[src/rtl/irq_pkg.sv]
// Package: shared sizes for the priority interrupt controller.
// Assumes two priority bits per source, so the level count is fixed at four.
package irq_pkg;
    localparam int IRQ_NSRC = 13;
    localparam int IRQ_NEXT = 2;
    localparam int IRQ_NLVL = 4;
    localparam int IRQ_LW   = $clog2(IRQ_NLVL);
    localparam int IRQ_VW   = $clog2(IRQ_NSRC);
endpackage

[src/rtl/irq_ext_trig.sv]
// Module: irq_ext_trig
// Turns active-low external pins into request bits. In level mode a bit
// follows the inverted pin. In edge mode a falling edge between two clock
// samples sets a sticky flag, which clr removes. Assumes the pins are
// already synchronised to clk.
module irq_ext_trig #(
    parameter int NEXT = 2
) (
    input  logic            clk,
    input  logic            rst_n,
    input  logic [NEXT-1:0] pin_n,
    input  logic [NEXT-1:0] mode_edge,
    input  logic [NEXT-1:0] clr,
    output logic [NEXT-1:0] pend
);
    genvar g;
    generate
        for (g = 0; g < NEXT; g++) begin : g_pin
            logic prev_q;
            logic flag_q;

            // Holds the previous pin sample for edge detection.
            always_ff @(posedge clk) begin
                if (!rst_n) prev_q <= 1'b1;
                else        prev_q <= pin_n[g];
            end

            // Edge flag: a set wins over a clear in the same cycle.
            always_ff @(posedge clk) begin
                if (!rst_n)                     flag_q <= 1'b0;
                else if (prev_q && !pin_n[g])   flag_q <= 1'b1;
                else if (clr[g])                flag_q <= 1'b0;
            end

            // Chooses the request source for this pin by its mode.
            assign pend[g] = mode_edge[g] ? flag_q : ~pin_n[g];
        end
    endgenerate
endmodule

[src/rtl/irq_arbiter.sv]
// Module: irq_arbiter
// Combinational winner selection. Among the candidate sources it takes the
// highest level, breaking ties by the lowest index. It grants only when that
// level lies strictly above every level marked in service. Assumes cand is
// already gated by the individual and global enables.
module irq_arbiter #(
    parameter int NSRC = 13,
    parameter int NLVL = 4,
    localparam int LW  = $clog2(NLVL),
    localparam int VW  = $clog2(NSRC)
) (
    input  logic [NSRC-1:0] cand,
    input  logic [NSRC-1:0] plo,
    input  logic [NSRC-1:0] phi,
    input  logic [NLVL-1:0] isr,
    output logic            grant,
    output logic [VW-1:0]   win_idx,
    output logic [LW-1:0]   win_lvl
);
    logic          best_f;
    logic [LW:0]   floor_v;
    logic [LW-1:0] lvl_i;

    // Scans from the top index down, so at equal level the lower index replaces the current best.
    always_comb begin
        best_f  = 1'b0;
        win_idx = '0;
        win_lvl = '0;
        lvl_i   = '0;
        for (int i = NSRC - 1; i >= 0; i--) begin
            lvl_i = {phi[i], plo[i]};
            if (cand[i] && (!best_f || lvl_i >= win_lvl)) begin
                best_f  = 1'b1;
                win_idx = VW'(i);
                win_lvl = lvl_i;
            end
        end
    end

    // Finds the lowest level a new request must reach: one above the top in-service level.
    always_comb begin
        floor_v = '0;
        for (int l = 0; l < NLVL; l++) begin
            if (isr[l]) floor_v = (LW + 1)'(l + 1);
        end
    end

    assign grant = best_f && ({1'b0, win_lvl} >= floor_v);
endmodule

[src/rtl/irq_inservice.sv]
// Module: irq_inservice
// Keeps one in-service bit per priority level. push sets the bit for
// push_lvl. pop clears the highest set bit. With both in one cycle, the pop
// acts on the old state and the push is applied after it.
module irq_inservice #(
    parameter int NLVL = 4,
    localparam int LW  = $clog2(NLVL)
) (
    input  logic            clk,
    input  logic            rst_n,
    input  logic            push,
    input  logic [LW-1:0]   push_lvl,
    input  logic            pop,
    output logic [NLVL-1:0] isr
);
    logic [NLVL-1:0] top_mask;
    logic [NLVL-1:0] nxt;

    // Builds a one-hot mask of the highest set in-service bit.
    always_comb begin
        top_mask = '0;
        for (int l = 0; l < NLVL; l++) begin
            if (isr[l]) top_mask = NLVL'(1) << l;
        end
    end

    // Applies the pop first and the push after it.
    always_comb begin
        nxt = isr;
        if (pop)  nxt = nxt & ~top_mask;
        if (push) nxt = nxt | (NLVL'(1) << push_lvl);
    end

    // In-service register.
    always_ff @(posedge clk) begin
        if (!rst_n) isr <= '0;
        else        isr <= nxt;
    end
endmodule

[src/rtl/irq_ctrl.sv]
// Module: irq_ctrl (top)
// Four-level priority interrupt controller. It holds the enable, priority
// and trigger-mode registers, forms the pending vector, and registers the
// arbitration result at each instruction boundary. It also tracks in-service
// levels and drives wake. Assumes ack is pulsed only when the CPU takes
// irq_req, and reti once per finished routine.
module irq_ctrl #(
    parameter int NSRC = irq_pkg::IRQ_NSRC,
    parameter int NEXT = irq_pkg::IRQ_NEXT,
    parameter int NLVL = irq_pkg::IRQ_NLVL,
    localparam int LW  = $clog2(NLVL),
    localparam int VW  = $clog2(NSRC),
    localparam int NPER = NSRC - NEXT
) (
    input  logic            clk,
    input  logic            rst_n,
    input  logic [NEXT-1:0] ext_pin_n,
    input  logic [NPER-1:0] periph_req,
    input  logic            en_we,
    input  logic [NSRC-1:0] en_wdata,
    input  logic            gen_we,
    input  logic            gen_wdata,
    input  logic            plo_we,
    input  logic [NSRC-1:0] plo_wdata,
    input  logic            phi_we,
    input  logic [NSRC-1:0] phi_wdata,
    input  logic            mode_we,
    input  logic [NEXT-1:0] mode_wdata,
    input  logic            insn_boundary,
    input  logic            ack,
    input  logic            reti,
    output logic            irq_req,
    output logic [VW-1:0]   irq_vec,
    output logic [LW-1:0]   irq_lvl,
    output logic            wake
);
    logic [NSRC-1:0] en_q;
    logic            gen_q;
    logic [NSRC-1:0] plo_q;
    logic [NSRC-1:0] phi_q;
    logic [NEXT-1:0] mode_q;
    logic [NEXT-1:0] ext_pend;
    logic [NEXT-1:0] ext_clr;
    logic [NSRC-1:0] pend;
    logic [NSRC-1:0] cand;
    logic [NLVL-1:0] isr;
    logic            grant;
    logic [VW-1:0]   win_idx;
    logic [LW-1:0]   win_lvl;
    logic            ack_ok;

    // Configuration registers, written through their own strobes.
    always_ff @(posedge clk) begin
        if (!rst_n) begin
            en_q   <= '0;
            gen_q  <= 1'b0;
            plo_q  <= '0;
            phi_q  <= '0;
            mode_q <= '0;
        end else begin
            if (en_we)   en_q   <= en_wdata;
            if (gen_we)  gen_q  <= gen_wdata;
            if (plo_we)  plo_q  <= plo_wdata;
            if (phi_we)  phi_q  <= phi_wdata;
            if (mode_we) mode_q <= mode_wdata;
        end
    end

    assign ack_ok = ack && irq_req;

    // Acknowledge clears the edge flag of the granted pin only.
    genvar g;
    generate
        for (g = 0; g < NEXT; g++) begin : g_clr
            assign ext_clr[g] = ack_ok && (irq_vec == VW'(g));
        end
    endgenerate

    irq_ext_trig #(.NEXT(NEXT)) u_trig (
        .clk       (clk),
        .rst_n     (rst_n),
        .pin_n     (ext_pin_n),
        .mode_edge (mode_q),
        .clr       (ext_clr),
        .pend      (ext_pend)
    );

    assign pend = {periph_req, ext_pend};
    assign cand = pend & en_q & {NSRC{gen_q}};
    assign wake = |(pend & en_q);

    irq_arbiter #(.NSRC(NSRC), .NLVL(NLVL)) u_arb (
        .cand    (cand),
        .plo     (plo_q),
        .phi     (phi_q),
        .isr     (isr),
        .grant   (grant),
        .win_idx (win_idx),
        .win_lvl (win_lvl)
    );

    irq_inservice #(.NLVL(NLVL)) u_isr (
        .clk      (clk),
        .rst_n    (rst_n),
        .push     (ack_ok),
        .push_lvl (irq_lvl),
        .pop      (reti),
        .isr      (isr)
    );

    // Registers the decision at a boundary. An acknowledge takes precedence and drops the request.
    always_ff @(posedge clk) begin
        if (!rst_n) begin
            irq_req <= 1'b0;
            irq_vec <= '0;
            irq_lvl <= '0;
        end else if (ack_ok) begin
            irq_req <= 1'b0;
        end else if (insn_boundary) begin
            irq_req <= grant;
            irq_vec <= win_idx;
            irq_lvl <= win_lvl;
        end
    end
endmodule

[config.mk]
export PLATFORM = sky130hd
export DESIGN_NAME = irq_ctrl
export DESIGN_NICKNAME = d
export VERILOG_FILES = /design/src/rtl/irq_pkg.sv /design/src/rtl/irq_ext_trig.sv /design/src/rtl/irq_arbiter.sv /design/src/rtl/irq_inservice.sv /design/src/rtl/irq_ctrl.sv
export SDC_FILE = /design/constraint.sdc
export NUM_CORES = 1
export LEC_CHECK = 0
export ABC_AREA = 1
export BUFFER_PORTS_ARGS = -buffer_cell sky130_fd_sc_hd__buf_2
export CORE_ASPECT_RATIO = 0.5
export CORE_MARGIN = 10
export CORE_UTILIZATION = 50
export DETAILED_ROUTE_END_ITERATION = 8
export PLACE_DENSITY_LB_ADDON = 0.3
export SYNTH_ARGS = -nofsm -noshare
export SYNTH_HDL_FRONTEND = slang
export SYNTH_SLANG_ARGS = --single-unit
[constraint.sdc]
create_clock -name clk -period 12.4 [get_ports clk]
set_clock_uncertainty 0.05 [all_clocks]
set_input_delay 0 -clock clk [delete_from_list [all_inputs] [get_ports clk]]
set_output_delay 0 -clock clk [all_outputs]
set_load 0.005 [all_outputs]
==> reports/results.txt <==
Peak supply drop: 0.0000917 V
Initial antenna violation count: 0
Placed insts: 641
Static Leakage: 2.35 nW
Clock Latency Late Sink: 340 ps
CP Launch Point: en_q[12]
Worst path top cell family by delay: simple AND/OR/NAND/NOR gates
DIE AREA: 10600 um^2
Hold slack: -72.7 ps
Core area: 6620 um^2
Worst path depth: 91
Root Buffer: clkbuf_16
Ant. Diodes: 0
Yosys Warn Count: 0
First-pass GRT wire length: 15900 um
Ys async rst share: 0%
Aggregate global routing overflow: 0
Final setup violation count: 0
Crit start category: register
Yosys cell types: 32
Top cell by count, worst path: nand2_2
Ys flop type: dfxtp_1
Post-Syn Nets: 575
Pwr Density: 109 nW/um^2
Worst path bufs/invs: 8
Total Nets Final: 721
Clk slew on worst S/H paths: 50 ps
DP HPWL: 6460 um
I/O pin cnt: 73
Hold Crit Class: input pin to register
Part of the cycle the worst path needs: 95.2%
Starting DRT DRC Count: 308
Antenna Nets Post-Route: 0
Tmin final: 11810 ps
Mean post-synth cell area: 6.90 um^2
Sequential area share after synthesis: 33.8%
Final Wtd Congestion: 0.856
Hold Path Origin: phi_wdata[5]
Worst slew pin tran: 696 ps
Clock sink total: 57
Setup_tns: 0 ps
Die W: 136 um
Max-cap violations: 0
Wire per inst: 14.7 um
Rows: 21
Post-synthesis instance area: 3370 um^2
Largest net degree at the start of global routing: 45
Via count: 3857
Vias per cell: 5.27
Setup crit end kind: register
CTS HTree Levels: 3
Critical Path Fanout Max: 5
Worst slew margin: 53.6%
CTS Buf Count: 9
Final Total Pwr: 0.537 mW
Hold Crit Depth: 3
Port Buffer Count: 72
RR Startpoint: en_q[12]
Post-synth EDFFs: 0
Fin cells: 732
DRT Pass-1 Iters: 8
Vert. Die Dim: 78.1 um
Endpoint arrival time on the critical path: 12020 ps
Achievable clock frequency: 84.7 MHz
Critical path's slowest cell: or3b_4
Register-to-Register Path Depth: 91
GRT Total Usage: 18.3%
Share of layout cells above drive strength 1: 28.4%
Post-synthesis sequential element count: 57
Slowest stage delay, CP: 390 ps
DRC errors left: 2
FILL cells: 490
Setup CP Type: register to register
Critical path required time: 12610 ps
Failing checks: DRC, hold timing
Status: finished, violations left
Starting density of the core: 51.0%
Syn Inst Count: 489
DRT Wirelength: 10800 um
Max-slew violation count: 0
Vias in the first global route: 3443
TritonCTS clock tree: built
Final hold violations: 1
Clk buf depth: 2
Layout area overhead: 45.9%
==> cell usage after synthesis (2+ instances only) <==
cell type	number	area, um^2
nand2_1	73	274
inv_1	66	248
nor2_1	58	218
dfxtp_1	57	1140
o21ai_0	57	285
a21oi_1	41	205
nand3_1	25	125
ha_1	21	263
nand2_2	17	106
nand3_2	11	110
clkbuf_1	9	33.8
o21ai_1	8	40.0
nand4_1	6	37.5
and2_1	5	31.3
nand2_4	4	45.0
nand3b_1	4	30.0
buf_1	3	11.3
nor3_1	3	15.0
o211ai_1	3	22.5
or2_2	3	18.8
nor2_4	2	22.5
o22ai_1	2	12.5
o31ai_1	2	15.0
==> cells in the final DEF (no fill, tap or decap), types with 6 or more instances in the layout <==
cell           netlist  layout
a21oi_1             41      40
clkbuf_16            0       9
nand2_1             73      65
dfxtp_1             57      55
nand3_2             11      11
o21ai_0             57      49
nand3_1             25      24
nand4_1              6       6
buf_2                0      72
o21ai_2              1      10
nand2_4              4       7
buf_4                0      22
o21ai_1              8       7
nor2_1              58      54
inv_1               66      62
dlygate4sd3_1        0      53
ha_1                21      21
nand2_2             17      22
==> power breakdown <==
| group | internal (mW) | leakage, nW | switching (mW) | total (mW) |
|---|---|---|---|---|
| sequential | 0.195 | 0.473 | 0.00622 | 0.201 |
| clock | 0.159 | 0.148 | 0.0892 | 0.248 |
| combinational | 0.0400 | 1.72 | 0.0472 | 0.0872 |
==> kinds of logic after synthesis <==
group,count (synthesis),share of synthesized area (%)
buffers and inverters,80,8.90
AND/OR/NAND/NOR,212,30.9
adder cells (fa/ha/maj),21,7.79
AO/OA/AOI/OAI,119,18.6
flip-flops,57,33.8
==> worst min-delay path, stage by stage <==
cell and delay [ps]:
buf_2 80, o21ai_0 80, a21oi_1 110
==> cell type report <==
class | count | area (um^2) | share of cell area (%)
Clock buffer | 10 | 239 | 4.85
Clock inverter | 6 | 57.6 | 1.17
Tap cell | 92 | 115 | 2.34
Sequential cell | 57 | 1150 | 23.3
Multi-Input combinational cell | 352 | 2060 | 41.7
Timing Repair Buffer | 147 | 1060 | 21.4
Inverter | 68 | 255 | 5.18
==> registers in the layout (all words and copies together), names as in the netlist <==
name and count:
en_q 13, gen_q 1, irq_lvl 2, irq_req 1
irq_vec 4, mode_q 2, phi_q 13, plo_q 13
u_isr.isr 4, u_trig.g_pin.flag_q 2, u_trig.g_pin.prev_q 2
==> final timing paths <==
check	to	slack, ps
worst max-delay path	irq_req	590
worst min-delay path	phi_q[5]	-70
worst max register to register	irq_req	590
worst min register to register	u_trig.g_pin[1].flag_q	400
==> metal layers <==
layer  vias up  track usage (%)  wire (um)
li1       1903                -          -
met1      1783             21.6       4410
met2       144             31.6       5360
met3        27             5.53        781
met4         0             5.71        235
met5         -                0          0
==> repair_timing <==
action                                  in CTS  in global routing
hold buffers                                53                  0
endpoints found under the setup margin       1                  7
pin swaps                                    0                 32
endpoints found under the hold margin       48                  0
resized for setup                            2                 47
setup buffers                                0                 22
==> stage by stage <==
| step | util [%] | setup slack [ps] | cell area [um^2] | hold slack, ps |
|---|---|---|---|---|
| floorplan | - | 1240 | 3370 | 66.4 |
| global placement | 57.5 | 380 | 3800 | 168 |
| detailed placement | 57.5 | 100 | 3800 | 174 |
| CTS | 70.0 | 57.5 | 4640 | 2.13 |
| global route | 74.4 | -374 | 4920 | -38.2 |
| finish | 74.4 | 593 | 4920 | -72.7 |
(Power assumes the default switching activity.)
